File: config.mk
export PLATFORM = sky130hd
export DESIGN_NAME = ptr_agu
export DESIGN_NICKNAME = d
export VERILOG_FILES = /design/src/rtl/ptr_agu_pkg.sv /design/src/rtl/ptr_step.sv /design/src/rtl/ptr_regfile.sv /design/src/rtl/ptr_dbl_seq.sv /design/src/rtl/ptr_agu.sv
export SDC_FILE = /design/constraint.sdc
export NUM_CORES = 1
export LEC_CHECK = 0
export BUFFER_PORTS_ARGS = -buffer_cell sky130_fd_sc_hd__buf_2
export CAP_MARGIN = 20
export CORE_ASPECT_RATIO = 0.6
export CORE_MARGIN = 4
export CORE_UTILIZATION = 45
export DETAILED_ROUTE_END_ITERATION = 10
export PLACE_DENSITY = 0.79
export RECOVER_POWER = 100
export SLEW_MARGIN = 10
export SYNTH_ARGS = -nofsm -noshare
export SYNTH_HDL_FRONTEND = slang
export SYNTH_SLANG_ARGS = --single-unit
File: constraint.sdc
create_clock -name clk -period 2.36 [get_ports clk]
set_clock_uncertainty 0.15 [all_clocks]
set_input_delay 0.118 -clock clk [delete_from_list [all_inputs] [get_ports clk]]
set_output_delay 0.118 -clock clk [all_outputs]
set_load 0.01 [all_outputs]
File: src/rtl/ptr_agu_pkg.sv
package ptr_agu_pkg;

    typedef enum logic [1:0] {
        ST_IDLE  = 2'd0,
        ST_FETCH = 2'd1,
        ST_WBACK = 2'd2
    } agu_state_t;

    typedef enum logic [1:0] {
        MOD_KEEP    = 2'b00,
        MOD_INC_RAW = 2'b01,
        MOD_DEC     = 2'b10,
        MOD_INC     = 2'b11
    } agu_mod_t;

endpackage

File: src/rtl/ptr_step.sv
module ptr_step
    import ptr_agu_pkg::*;
#(
    parameter int PTR_W  = 8,
    parameter int LOOP_W = 3
) (
    input  logic [PTR_W-1:0]  cur,
    input  logic [1:0]        mod_code,
    input  logic [LOOP_W-1:0] loop_size,
    output logic [PTR_W-1:0]  nxt
);
    logic [PTR_W-1:0] win_mask;
    logic [PTR_W-1:0] plus_one;
    logic [PTR_W-1:0] minus_one;

    // window mask: all ones when the loop field is off or covers the width
    always_comb begin
        if (loop_size == '0 || int'(loop_size) >= PTR_W)
            win_mask = '1;
        else
            win_mask = (PTR_W'(1) << loop_size) - PTR_W'(1);
    end

    assign plus_one  = cur + PTR_W'(1);
    assign minus_one = cur - PTR_W'(1);

    always_comb begin
        unique case (agu_mod_t'(mod_code))
            MOD_KEEP:    nxt = cur;
            MOD_INC_RAW: nxt = plus_one;
            MOD_DEC:     nxt = (cur & ~win_mask) | (minus_one & win_mask);
            MOD_INC:     nxt = (cur & ~win_mask) | (plus_one & win_mask);
            default:     nxt = cur;
        endcase
    end
endmodule

File: src/rtl/ptr_regfile.sv
module ptr_regfile #(
    parameter int NUM_PTR = 8,
    parameter int PTR_W   = 8,
    localparam int IDX_W    = $clog2(NUM_PTR),
    localparam int PER_BANK = NUM_PTR / 2
) (
    input  logic             clk,
    input  logic             rst_n,
    input  logic             upd_en,
    input  logic [IDX_W-1:0] upd_idx,
    input  logic [PTR_W-1:0] upd_val,
    input  logic             wr_en,
    input  logic [IDX_W-1:0] wr_idx,
    input  logic [PTR_W-1:0] wr_val,
    input  logic [IDX_W-1:0] rd_a_idx,
    output logic [PTR_W-1:0] rd_a_val,
    input  logic [IDX_W-1:0] rd_b_idx,
    output logic [PTR_W-1:0] rd_b_val
);
    logic [PTR_W-1:0] ptr_q [NUM_PTR];

    for (genvar g = 0; g < NUM_PTR; g++) begin : g_ptr
        if ((g % PER_BANK) == PER_BANK - 1) begin : g_fixed
            // bank-start pointer: constant zero
            assign ptr_q[g] = '0;
        end else begin : g_rw
            logic [PTR_W-1:0] q;
            always_ff @(posedge clk) begin
                if (!rst_n)
                    q <= '0;
                else if (wr_en && wr_idx == IDX_W'(g))
                    q <= wr_val;            // explicit write wins
                else if (upd_en && upd_idx == IDX_W'(g))
                    q <= upd_val;
            end
            assign ptr_q[g] = q;
        end
    end

    assign rd_a_val = ptr_q[rd_a_idx];
    assign rd_b_val = ptr_q[rd_b_idx];
endmodule

File: src/rtl/ptr_dbl_seq.sv
module ptr_dbl_seq
    import ptr_agu_pkg::*;
#(
    parameter int PTR_W  = 8,
    parameter int DATA_W = 16
) (
    input  logic              clk,
    input  logic              rst_n,
    input  logic              start,
    input  logic              start_bank,
    input  logic [PTR_W-1:0]  start_addr,
    input  logic [DATA_W-1:0] ram_rdata,
    output logic              busy,
    output logic              pm_valid,
    output logic [DATA_W-1:0] pm_addr,
    output logic              wb_we,
    output logic [DATA_W-1:0] wb_data,
    output logic              hold_bank,
    output logic [PTR_W-1:0]  hold_addr
);
    agu_state_t        state, state_nxt;
    logic [DATA_W-1:0] word_q;

    // state register
    always_ff @(posedge clk) begin
        if (!rst_n) state <= ST_IDLE;
        else        state <= state_nxt;
    end

    // datapath holding registers
    always_ff @(posedge clk) begin
        if (!rst_n) begin
            hold_bank <= 1'b0;
            hold_addr <= '0;
            word_q    <= '0;
        end else begin
            if (state == ST_IDLE && start) begin
                hold_bank <= start_bank;
                hold_addr <= start_addr;
            end
            if (state == ST_FETCH)
                word_q <= ram_rdata;
        end
    end

    // next state and outputs
    always_comb begin
        state_nxt = state;
        busy      = 1'b0;
        pm_valid  = 1'b0;
        pm_addr   = '0;
        wb_we     = 1'b0;
        wb_data   = '0;
        unique case (state)
            ST_IDLE: begin
                if (start) state_nxt = ST_FETCH;
            end
            ST_FETCH: begin
                busy      = 1'b1;
                pm_valid  = 1'b1;
                pm_addr   = ram_rdata;
                state_nxt = ST_WBACK;
            end
            ST_WBACK: begin
                busy      = 1'b1;
                wb_we     = 1'b1;
                wb_data   = word_q + DATA_W'(1);
                state_nxt = ST_IDLE;
            end
            default: state_nxt = ST_IDLE;
        endcase
    end
endmodule

File: src/rtl/ptr_agu.sv
module ptr_agu
    import ptr_agu_pkg::*;
#(
    parameter int NUM_PTR = 8,
    parameter int PTR_W   = 8,
    parameter int DATA_W  = 16,
    parameter int LOOP_W  = 3,
    localparam int IDX_W  = $clog2(NUM_PTR),
    localparam int LOW_W  = IDX_W - 1
) (
    input  logic              clk,
    input  logic              rst_n,
    input  logic              acc_valid,
    input  logic [IDX_W-1:0]  acc_idx,
    input  logic [1:0]        acc_mod,
    input  logic              acc_dbl,
    input  logic [LOOP_W-1:0] loop_size,
    input  logic              pw_en,
    input  logic [IDX_W-1:0]  pw_idx,
    input  logic [PTR_W-1:0]  pw_data,
    input  logic [IDX_W-1:0]  peek_idx,
    output logic [PTR_W-1:0]  peek_val,
    output logic              ram_en,
    output logic              ram_bank,
    output logic [PTR_W-1:0]  ram_addr,
    output logic              ram_we,
    output logic [DATA_W-1:0] ram_wdata,
    input  logic [DATA_W-1:0] ram_rdata,
    output logic              pm_valid,
    output logic [DATA_W-1:0] pm_addr,
    output logic              busy,
    output logic              invalid
);
    logic             sel_bank, sel_fixed, accept, bad_dbl;
    logic             go_single, go_dbl;
    logic [PTR_W-1:0] sel_val, stepped, addr_now;
    logic             wb_we, hold_bank;
    logic [PTR_W-1:0] hold_addr;
    logic [DATA_W-1:0] wb_data;

    assign sel_bank  = acc_idx[IDX_W-1];
    assign sel_fixed = (acc_idx[LOW_W-1:0] == '1);
    assign accept    = acc_valid && !busy;
    assign bad_dbl   = acc_dbl && !sel_fixed && (acc_mod != 2'b00);
    assign go_single = accept && !acc_dbl;
    assign go_dbl    = accept && acc_dbl && !bad_dbl;
    assign invalid   = accept && bad_dbl;
    assign addr_now  = sel_fixed ? {{(PTR_W-2){1'b0}}, acc_mod} : sel_val;

    ptr_regfile #(.NUM_PTR(NUM_PTR), .PTR_W(PTR_W)) u_regs (
        .clk      (clk),
        .rst_n    (rst_n),
        .upd_en   (go_single && !sel_fixed),
        .upd_idx  (acc_idx),
        .upd_val  (stepped),
        .wr_en    (pw_en),
        .wr_idx   (pw_idx),
        .wr_val   (pw_data),
        .rd_a_idx (acc_idx),
        .rd_a_val (sel_val),
        .rd_b_idx (peek_idx),
        .rd_b_val (peek_val)
    );

    ptr_step #(.PTR_W(PTR_W), .LOOP_W(LOOP_W)) u_step (
        .cur       (sel_val),
        .mod_code  (acc_mod),
        .loop_size (loop_size),
        .nxt       (stepped)
    );

    ptr_dbl_seq #(.PTR_W(PTR_W), .DATA_W(DATA_W)) u_seq (
        .clk        (clk),
        .rst_n      (rst_n),
        .start      (go_dbl),
        .start_bank (sel_bank),
        .start_addr (addr_now),
        .ram_rdata  (ram_rdata),
        .busy       (busy),
        .pm_valid   (pm_valid),
        .pm_addr    (pm_addr),
        .wb_we      (wb_we),
        .wb_data    (wb_data),
        .hold_bank  (hold_bank),
        .hold_addr  (hold_addr)
    );

    assign ram_en    = go_single || go_dbl || wb_we;
    assign ram_we    = wb_we;
    assign ram_wdata = wb_data;
    assign ram_bank  = busy ? hold_bank : sel_bank;
    assign ram_addr  = busy ? hold_addr : addr_now;
endmodule

# Word-level counts from Yosys, hierarchy flattened
# Cells that the tools add are included.
# W data, S select, Z words.
# word_totals
elab_cells	112
reg_bits	75
input_bits	43
out_inout_bits	54
# op_classes
mux	30
eq_ne	17
n_bitwise	8
reduce_logical	40
n_lt_le_gt_ge	2
add_sub_neg	4
shift	1
# ops
cell	count
$mux W8	19
$bmux W8 S3	2
$mux W16	2
$pmux W8 S4	1
$and A8 B8 Y8	3
$logic_and A1 B1 Y1	21
$eq A3 B3 Y1 const B	6
$add A16 B1 Y16 const B	1
$or A8 B8 Y8	2
$reduce_bool A2 Y1	7
$logic_not A3 Y1	3
$add A8 B1 Y8 const B	1
$eq A2 B2 Y1 const B	4
$ge A4 B4 Y1 const B	2
$not A3 Y4	2
$not A8 Y8	1
$shl A1 B3 Y8 const A	1
$sub A8 B1 Y8 const B	1
$sub A8 B2 Y8 const B	1
$eq A3 B1 Y1 const B	2
$eq A3 B2 Y1 const B	2
$eq A2 B1 Y1 const B	2
$logic_not A1 Y1	4
$logic_not A2 Y1	2
6 further kinds	10

# Longest topological paths before layout
# Gate-level depths: netlist of run 1.
# depth
ltp_word	10
depth_mapped	13

# Cells and area by module
# From an unflattened synthesis of run 1, not the netlist that was laid out.
# hier_totals
cells_unflattened	594
hier_area_um2	5118.7
# modules_own_cells
module	seq_area_each_um2	instances	area_each_um2	cells_each
ptr_regfile	960.9	1	2872.8	307
ptr_dbl_seq	540.5	1	1537.7	187
ptr_step	0.0	1	396.6	55
ptr_agu	0.0	1	311.5	45

# Worst setup path before layout of run 1
# Ideal clock, no wire load.
# synth_timing
path_kind	flip-flop to flip-flop
from	register u_regs.g_ptr[1].g_rw.q[0]
to	register u_regs.g_ptr[0].g_rw.q[6]
path_buffers	1
setup_time_ps	70
required_ps	2140
stages_incl_launch_ff	13
arrival_ps	2278
slack_ps	-137
period_less_slack_ps	2497
path_cell_list	dfxtp_1 mux2i_1 mux4_2 buf_2 inv_1 ha_1 nand2_1 o21bai_1 nor4_1 mux2i_1 xor2_1 mux2i_1 a21oi_1
# synth_between
elab_chain_len	9
word_cells_on_any_way	12
# synth_lines
item	line	source
from (decl)	ptr_regfile.sv:27	logic [PTR_W-1:0] q;
from (signal assigned)	ptr_regfile.sv:32	q <= wr_val;
from (signal assigned)	ptr_regfile.sv:34	q <= upd_val;
$bmux W8 S3 *	ptr_regfile.sv:40	assign rd_a_val = ptr_q[rd_a_idx];
$mux W8 (implied by the code) * (2 in series)	ptr_regfile.sv:40	
$add A8 B1 Y8 / $sub A8 B1 Y8 (equally long branches)	ptr_step.sv:24, ptr_step.sv:25	
$and A8 B8 Y8, on equally long branches	ptr_step.sv:32, ptr_step.sv:31	
$or A8 B8 Y8, on equally long branches	ptr_step.sv:32, ptr_step.sv:31	
$pmux W8 S4 *	ptr_step.sv:28	unique case (agu_mod_t'(mod_code))
$mux W8 *	ptr_regfile.sv:33	else if (upd_en && upd_idx == IDX_W'(g))
$mux W8 *	ptr_regfile.sv:31	else if (wr_en && wr_idx == IDX_W'(g))
to (signal assigned)	ptr_regfile.sv:32	
to (signal assigned)	ptr_regfile.sv:34	
to (decl)	ptr_regfile.sv:27	
# Mark *: on every way between the ends. The rest lies on a longest branch, timed or not. The select of a mux whose other input is x is not followed.
# A chain may end at the register's enable or synchronous reset.

# Worst setup path in the final report of run 1
# layout_timing
from	register u_regs.g_ptr[4].g_rw.q[0]
to	register u_regs.g_ptr[2].g_rw.q[6]
# layout_between
elab_chain_len	9
word_cells_on_any_way	12
# layout_lines
item	line
from (decl)	ptr_regfile.sv:27
from (signal assigned)	ptr_regfile.sv:32
from (signal assigned)	ptr_regfile.sv:34
$bmux W8 S3 *	ptr_regfile.sv:40
$mux W8 (implied by the code) * (2 in series)	ptr_regfile.sv:40
$add A8 B1 Y8 / $sub A8 B1 Y8 (equally long branches)	ptr_step.sv:24, ptr_step.sv:25
$and A8 B8 Y8, on equally long branches	ptr_step.sv:32, ptr_step.sv:31
$or A8 B8 Y8, on equally long branches	ptr_step.sv:32, ptr_step.sv:31
$pmux W8 S4 *	ptr_step.sv:28
$mux W8 *	ptr_regfile.sv:33
$mux W8 *	ptr_regfile.sv:31
to (signal assigned)	ptr_regfile.sv:32
to (signal assigned)	ptr_regfile.sv:34
to (decl)	ptr_regfile.sv:27
# Marks and branches as above.

==> results.cfg, run 1 <==
[timing]
tightest_slew_ps = 977
tns_ps = -4520
min_period_ps = 2730
grt_setup_unrepaired = yes
clock.fmax_mhz = 366
hold_viol_final = 0
drv_slew = 0
relSlewSlack_pct = 34.6
finalCritPeriodShare_pct = 116
fin_ws_ps = -375
setup_viol_count_final = 41

[yosys]
synth.avg_cell_area_um2 = 7.86
synthAdderAreaFrac_pct = 1.43
synthFlopType = dfxtp_1
synth_top_family_by_area = simple AND/OR/NAND/NOR gates
netlist.area_leader.share_pct = 28.5
yosys-mux-area-fraction_pct = 14.0
ys_seq_area_share_pct = 28.5
synth.yosys.warnings = 0
yosys.area_share.xor_xnor_pct = 3.81
synth-simple-area-share_pct = 25.7
synth_edf_count = 0
synth_top_area_cell = dfxtp_1
postSynthCellCount = 669
synth-compound-area-share_pct = 20.6
async_flop_share_pct = 0
ys_types = 59
yosys-top-cells-area = dfxtp_1 29%, mux4_2 7.3%, nor2_1 6.1%
synth_fp_nets = 718
syn_area_um2 = 5260
synth-seq-cells = 75

[clock_tree]
clock_latency_ps = 350
clkTransAtPathRegs_ps = 70
cts_sinks = 75
root_buffer = clkbuf_16
cts_buffer_depth = 2
cts_tree = done
htree_levels = 3
cts_buffers = 9

[floorplan]
die_x_um = 148
ioPinCount = 97
std_cell_rows = 30
core_um2 = 11400
dieArea_um2 = 13500
start_util_pct = 46.2
fp.dieH_um = 91.7

[placed_design]
io_buffers = 96
place_ws_ps = -562
placed_area_um2 = 6280
routabilityCongestion = 0.989
hpwl_mm = 13.2

[power_and_ir_drop]
power.share.sequential_pct = 39.0
clkPwrFrac_pct = 40.1
swShare_pct = 31.9
power.leakage_nw = 2.89
power_density_nw_per_um2 = 493
netSwitchingPower_w = 0.00111
p_comb_share_pct = 20.9
peakVddDrop_uv = 378
intPower_w = 0.00237

[detailed_routing]
antenna_left = 0
wire_per_inst_um = 19.1
drtPass1Iterations = 6
drt_iter0_markers = 885
num_vias = 5847
viasPerCell = 5.89
wl_mm = 18.9
drc = 0

[grt]
antenna_found_initial = 0
grt.total_usage_pct = 27.0
grt_max_degree = 32
grt-ovfl-total = 0
grt_pass1_wl_mm = 29.7
grt_pass1_vias = 5677

[layout]
area_growth_pct = 34.2
final_area_um2 = 7060
n_antenna_cell = 0
fillers = 991
regArea_um2 = 1530
nets = 877
multi_input_area_um2 = 3730
drive_gt1_share_pct = 31.7

[setup_path]
cp-end-kind = flip-flop
startpoint = u_regs.g_ptr[4].g_rw.q[0]
cp-start-kind = flip-flop
rr_startpoint = u_regs.g_ptr[4].g_rw.q[0]
required_ps = 2480
worstPathArrival_ps = 2860
crit_type = flip-flop to flip-flop
critPathMaxFanout = 6

[flow_run]
max_cap_violations = 0

[status]
status = complete, but fails checks
violations = setup timing

[worst_hold_path]
hold_class = input pin to flip-flop
hp-start = ram_rdata[10]
==> Yosys cell counts (all sizes together), types with 2 or more instances <==
| library cell | count |
|---|---|
| nor2 | 85 |
| dfxtp | 75 |
| nand2 | 65 |
| a21oi | 61 |
| o21ai | 47 |
| mux2i | 31 |
| clkbuf | 29 |
| and2 | 27 |
| nand3 | 27 |
| nand2b | 24 |
| inv | 19 |
| mux4 | 17 |
| nor3 | 16 |
| buf | 14 |
| o211ai | 13 |
| xnor2 | 13 |
| nor2b | 12 |
| o22ai | 12 |
| a211oi | 7 |
| and3 | 6 |
| ha | 6 |
| nand4 | 6 |
| xor2 | 6 |
| a41oi | 5 |
| or3 | 5 |
| a21boi | 4 |
| a31oi | 4 |
| mux2 | 4 |
| o41ai | 4 |
| nor4 | 3 |
| o2111ai | 3 |
| o21a | 3 |
| a2111oi | 2 |
| a32o | 2 |
| nand3b | 2 |
==> state kept, by name (all words and copies together) (netlist names) <==
register / count
u_seq.hold_bank: 1
u_seq.word_q: 16
u_seq.hold_addr: 8
u_regs.g_ptr.g_rw.q: 48
u_seq.state: 2
==> worst max-delay path, cell delays in order, from the launching register on <==
cell and delay (ps):
dfxtp_2 360, mux2i_1 90, mux4_2 540, inv_4 100, ha_4 140, nand2_2 50
o21bai_1 150, nor4_1 260, mux2i_1 200, xor2_2 330, mux2i_1 120, a21oi_1 170
==> worst paths after layout <==
kind                            depth (start not counted)                   endpoint  slack, ps
worst max-delay path                                   11  u_regs.g_ptr[2].g_rw.q[6]       -370
worst min-delay path                                    4           u_seq.word_q[10]         10
worst max register to register                         11  u_regs.g_ptr[2].g_rw.q[6]       -370
worst min register to register                          2            u_seq.hold_bank        320
==> metal layers <==
layer	track usage [%]	up-vias	share of wire (%)
met3	8.05	28	12
li1	-	2699	-
met5	0	-	0
met1	39.2	2750	43
met4	5.35	0	1.2
met2	39.9	370	44
==> placed cells by master, fill, tap and decap left out, types with 7 or more instances in the layout <==
| cell type | netlist | routed |
|---|---|---|
| clkbuf_1 | 29 | 21 |
| dlygate4sd3_1 | 0 | 21 |
| nor3_1 | 15 | 11 |
| buf_4 | 0 | 66 |
| and2_1 | 27 | 8 |
| clkbuf_16 | 0 | 9 |
| nand2b_1 | 24 | 24 |
| nand2_1 | 65 | 61 |
| and2_0 | 0 | 19 |
| nand3_1 | 26 | 24 |
| nor2_1 | 85 | 81 |
| buf_2 | 5 | 77 |
| mux4_2 | 17 | 17 |
| mux2i_1 | 31 | 30 |
| o22ai_1 | 12 | 12 |
| o21ai_1 | 4 | 7 |
| a21oi_1 | 61 | 50 |
| nor2b_1 | 12 | 12 |
| dfxtp_1 | 75 | 50 |
| xnor2_1 | 10 | 9 |
| o21ai_0 | 41 | 36 |
| a21oi_2 | 0 | 11 |
| inv_1 | 19 | 17 |
| dfxtp_2 | 0 | 25 |
| o211ai_1 | 13 | 13 |
==> logic make-up after synthesis <==
family | count (synthesis)
muxes | 52
buffers and inverters | 63
and+or+nand+nor | 281
adders and majority gates | 6
xor gates and xnor gates | 19
AOI/OAI and AO/OA | 173
DFF | 75
==> power by group through the flow <==
stage,sequential [W],combinational (W),clock (W)
2_1_floorplan,0.00137,0.000400,0
3_3_place_gp,0.00138,0.000622,0
3_5_place_dp,0.00138,0.000633,0
4_1_cts,0.00135,0.000691,0.00139
5_1_grt,0.00136,0.000783,0.00144
6_report,0.00136,0.000726,0.00139
==> layout make-up <==
type	instances	area share, %
multi-input cells	531	52.8
flip-flops and latches	75	21.7
clock inverters	7	0.940
clock buffers	9	3.19
inverters	20	1.13
repair buffers	191	17.4
well taps	160	2.84
==> what timing repair did <==
item	CTS	global route
gates resized for setup	30	53
hold buffers	21	0
endpoints found under the hold margin	43	0
pin swaps	19	22
buffers inserted	2	1
setup endpoints to repair	34	52
==> metrics by stage <==
step	instances	power (W)	utilization [%]	hold WS, ps
final	993	0.00348	62.1	13.0
after global placement	954	0.00200	55.2	304
after global routing	993	0.00358	62.1	29.6
after floorplan	669	0.00177	-	104
after detailed placement	954	0.00201	55.2	303
after CTS	992	0.00344	60.9	2.10
No activity file was read; power rests on OpenSTA's default activity.
==> inputs of run 2 (changes only) <==
- HOLD_SLACK_MARGIN: default -> 0.08
- REMOVE_ABC_BUFFERS: default -> 1
==> results.cfg, run 2 (synthesis gave the netlist of run 1 again) <==
[status]
status = complete, but fails checks
violations = setup timing

[floorplan]
die_x_um = 148
dieArea_um2 = 13500
start_util_pct = 46.2
core_um2 = 11400
std_cell_rows = 30
fp.dieH_um = 91.7
ioPinCount = 97

[setup_path]
r2r-end = u_regs.g_ptr[4].g_rw.q[6]
max_stage_delay_ps = 530
rr_startpoint = u_regs.g_ptr[1].g_rw.q[1]
cp_slowest_cell = mux4_2
ff2ff_path_depth = 11
crit_chain = mux2i_1 > mux4_2 > inv_2 > ha_4 > nand2_4 > o21bai_1 > nor4_2 > mux2i_2 > xor2_2 > nand2_1 > a31oi_1
required_ps = 2480
cp-start-kind = flip-flop
reg2reg_slack_ps = -210
worstPathArrival_ps = 2680
cp-end-kind = flip-flop
crit_type = flip-flop to flip-flop
critPathMaxFanout = 6

[power_and_ir_drop]
power.leakage_nw = 2.92
peakVddDrop_uv = 447
power_density_nw_per_um2 = 495

[timing]
finalCritPeriodShare_pct = 109
drv_slew = 0
relSlewSlack_pct = 48.0
tightest_slew_ps = 777
fin_ws_ps = -206
clock.fmax_mhz = 390
grt_setup_unrepaired = yes
tns_ps = -2690
setup_viol_count_final = 28
min_period_ps = 2570
hold_viol_final = 0

[grt]
grt_pass1_wl_mm = 29.1
antenna_found_initial = 0
grt_pass1_vias = 5559
grt-ovfl-total = 0
grt_max_degree = 31
grt.total_usage_pct = 27.2

[layout]
top_regs = u_regs.g_ptr.g_rw.q (48), u_seq.word_q (16), u_seq.hold_addr (8)
nets = 887
drive_gt1_share_pct = 30.4
final_cells = 1002
largest_reg_flops = 48
final_area_um2 = 7120
n_antenna_cell = 0
area_growth_pct = 35.3
regMostFlops = u_regs.g_ptr.g_rw.q
fillers = 964
final_cell_mix = 83 x nor2_1, 75 x buf_2, 74 x buf_4
final_common_cell = nor2_1

[clock_tree]
clock_latency_ps = 350
clkTransAtPathRegs_ps = 60
cts_buffer_depth = 2
cts_tree = done
cts_buffers = 9
htree_levels = 3
root_buffer = clkbuf_16
cts_sinks = 75

[detailed_routing]
drc = 0
wl_mm = 19.2
viasPerCell = 5.92
drtPass1Iterations = 5
wire_per_inst_um = 19.2
drt_iter0_markers = 870
num_vias = 5930
antenna_left = 0

[worst_hold_path]
hold_path_end = u_regs.g_ptr[6].g_rw.q[5]
hold_class = input pin to flip-flop
hp-start = pw_data[5]
holdPathStages = 5

[flow_run]
max_cap_violations = 0

[placed_design]
dp.cells = 957
place_ws_ps = -476
hpwl_mm = 13.2
routabilityCongestion = 0.996
io_buffers = 96
placed_area_um2 = 6270
==> run 2: layout make-up <==
type	count	area (µm²)	area share, %
clock inverters	4	51.3	0.721
multi-input cells	531	3700	52.0
flip-flops and latches	75	1520	21.4
inverters	20	75.1	1.06
repair buffers	201	1330	18.6
well taps	160	200	2.81
clock buffers	11	243	3.41
==> run 2: worst max path at each step <==
stage | start | to | slack (ps) | cells after the start
detailed placement | acc_idx[0] | u_regs.g_ptr[6].g_rw.q[6] | -480 | 9
finish | u_regs.g_ptr[1].g_rw.q[1] | u_regs.g_ptr[4].g_rw.q[6] | -210 | 11
global route | u_regs.g_ptr[4].g_rw.q[0] | u_regs.g_ptr[4].g_rw.q[6] | -310 | 11
global placement | acc_idx[0] | u_regs.g_ptr[1].g_rw.q[6] | -410 | 9
floorplan | u_seq.state[0] | u_regs.g_ptr[5].g_rw.q[7] | -200 | 8
CTS | u_regs.g_ptr[2].g_rw.q[1] | u_regs.g_ptr[4].g_rw.q[6] | -240 | 11
==> run 2: timing repair <==
| item | 4_1_cts | 5_1_grt |
|---|---|---|
| buffers inserted | 6 | 1 |
| pin swaps | 33 | 17 |
| hold endpoints to repair | 62 | 0 |
| resized for setup | 40 | 44 |
| hold buffers | 24 | 0 |
| setup endpoints to repair | 42 | 50 |
==> run 2: metal layers <==
layer  GRT usage [%]  up-vias  routed length (µm)
li1                -     2732                   -
met1            38.4     2773                8110
met2            39.0      372                8160
met3            8.94       53                2480
met4            8.60        0                 453
met5               0        -                   0
==> run 2: stage by stage <==
step | hold slack (ps) | total power, W | util [%]
6_report | 107 | 0.00352 | 62.6
5_1_grt | 181 | 0.00363 | 62.6
4_1_cts | 91.4 | 0.00346 | 61.1
3_5_place_dp | 284 | 0.00201 | 55.2
3_3_place_gp | 288 | 0.00200 | 55.2
2_1_floorplan | 77.3 | 0.00170 | -
==> run 2: worst max-delay path: cells and delay by family (launching register included) <==
| family | cells | cell delay, ps |
|---|---|---|
| compound gates | 2 | 340 |
| flops | 1 | 330 |
| mux | 3 | 750 |
| simple gates | 3 | 350 |
| buf+inv | 1 | 110 |
| fa+ha+maj | 1 | 150 |
| xor+xnor | 1 | 290 |
==> run 2: power breakdown <==
group	switching, W	total [W]	internal, W
Combinational	0.000425	0.000753	0.000328
Sequential	0.0000392	0.00135	0.00131
Clock	0.000573	0.00142	0.000843
==> inputs of run 3 (changes only) <==
- CORE_UTILIZATION: 45 -> 30
- PLACE_DENSITY: 0.79 -> default
- PLACE_DENSITY_LB_ADDON: default -> 0.12
==> results.cfg, run 3 (synthesis gave the netlist of run 1 again) <==
[grt]
antenna_found_initial = 0
met1_usage_pct = 32.2
grt_pass1_vias = 5475
grt-ovfl-total = 0
use_met3_pct = 4.72
grt_pass1_wl_mm = 31.6
grt.total_usage_pct = 20.4
grt-busiest-layer = met1
grt_max_degree = 32
use_met2_pct = 28.4

[setup_path]
cp_slowest_cell = mux4_2
worstPathArrival_ps = 2680
crit_chain = mux2i_1 > mux4_2 > inv_2 > buf_4 > buf_4 > nand3_1 > nor3_4 > buf_4 > a31oi_4 > xnor2_4 > buf_12 > o41ai_2
cp-start-kind = flip-flop
required_ps = 2450
max_stage_delay_ps = 520
crit_type = flip-flop to flip-flop
crit_buf_inv = 5
critPathMostFrequentCell = buf_4
critPathMaxFanout = 6
cp_top_family = buffers and inverters
cp-end-kind = flip-flop

[power_and_ir_drop]
power_density_nw_per_um2 = 494
p_comb_share_pct = 20.8
swShare_pct = 28.6
netSwitchingPower_w = 0.00103
power.leakage_nw = 3.02
power.share.sequential_pct = 37.5
peakVddDrop_uv = 308
power_w = 0.00360
intPower_w = 0.00257
clkPwrFrac_pct = 41.6

[timing]
hold_ws_ps = 101
clock.fmax_mhz = 387
fin_ws_ps = -224
hold_viol_final = 0
finalCritPeriodShare_pct = 109
drv_slew = 0
tightest_slew_ps = 690
setup_viol_count_final = 45
grt_setup_unrepaired = yes
min_period_ps = 2580
relSlewSlack_pct = 53.9

[clock_tree]
root_buffer = clkbuf_16
cts_buffers = 9
cts_buffer_depth = 2
clock_latency_ps = 340
clkTransAtPathRegs_ps = 70
cts_sinks = 75
cts_tree = done
htree_levels = 3

[placed_design]
routabilityCongestion = 0.902
io_buffers = 96
hpwl_mm = 15.3

[floorplan]
core_um2 = 17200
dieArea_um2 = 19800
die_x_um = 179
start_util_pct = 30.6
ioPinCount = 97
fp.dieH_um = 111
std_cell_rows = 37

[detailed_routing]
drc = 0
viasPerCell = 5.33
antenna_left = 0
wl_mm = 20.4
num_vias = 5819
wire_per_inst_um = 18.7
drtPass1Iterations = 5
drt_iter0_markers = 483

[layout]
nets = 902
area_growth_pct = 38.6
final_common_cell = nor2_1
largest_reg_flops = 48
final_cell_mix = 84 x nor2_1, 83 x buf_4, 78 x buf_2
regMostFlops = u_regs.g_ptr.g_rw.q
n_antenna_cell = 0
fillers = 1765
top_regs = u_regs.g_ptr.g_rw.q (48), u_seq.word_q (16), u_seq.hold_addr (8)
drive_gt1_share_pct = 30.1

[status]
violations = setup timing
status = complete, but fails checks

[worst_hold_path]
hold_class = input pin to flip-flop

[flow_run]
max_cap_violations = 0
-- run 3: timing repair --
action                                  CTS  global route
hold buffers                             24             0
resized for setup                        41            27
pin swaps                                34            13
endpoints found under the setup margin   40            63
buffers inserted                          9             5
hold endpoints to repair                 58             0
-- run 3: final cells by class --
type                       count  area, µm²  area share (%)
clock inverter                 7       91.3            1.25
clock buffer                   9        225            3.09
sequential                    75       1520            20.8
timing repair buffer         216       1470            20.1
inverter                      20       75.1            1.03
multi-input combinational    531       3620            49.7
tap                          234        293            4.02
-- run 3: worst register-to-register path, cell delays in order (launching register included) --
cell and delay (ps):
dfxtp_2 340, mux2i_1 70, mux4_2 520, inv_2 110, buf_4 110, buf_4 90, nand3_1 140, nor3_4 190
buf_4 150, a31oi_4 110, xnor2_4 180, buf_12 150, o41ai_2 190
-- run 3: stage by stage --
stage               setup WS [ps]  instance area (µm²)  std cells  setup TNS (ps)  util [%]
floorplan                    -202                 5030        626           -1730         -
global route                 -359                 7290       1092          -13330      42.4
detailed placement           -472                 6470       1041          -14430      37.6
finish                       -224                 7290       1092           -5900      42.4
CTS                          -212                 7190       1088           -3250      41.9
global placement             -432                 6470       1041          -12010      37.6
-- run 3: metal layers --
metal,share of wire [%],vias to the layer above,wire [µm]
li1,-,2763,-
met1,50,2838,10200
met2,41,199,8400
met3,8.2,19,1670
met4,0.92,0,188
met5,0,-,0
-- run 3: power groups by stage --
stage / Sequential, W / Clock, W / Combinational (W)
2_1_floorplan: 0.00137 / 0 / 0.000334
3_3_place_gp: 0.00138 / 0 / 0.000655
3_5_place_dp: 0.00138 / 0 / 0.000664
4_1_cts: 0.00135 / 0.00153 / 0.000727
5_1_grt: 0.00136 / 0.00158 / 0.000815
6_report: 0.00135 / 0.00150 / 0.000750
-- run 3: worst paths after layout --
path / from / end / slack, ps / cells past startpoint
min reg2reg: u_seq.hold_bank / u_seq.hold_bank / 310 / 2
max reg2reg: u_regs.g_ptr[5].g_rw.q[0] / u_regs.g_ptr[6].g_rw.q[7] / -220 / 12
max: u_regs.g_ptr[5].g_rw.q[0] / u_regs.g_ptr[6].g_rw.q[7] / -220 / 12
min: pw_data[5] / u_regs.g_ptr[4].g_rw.q[5] / 100 / 3
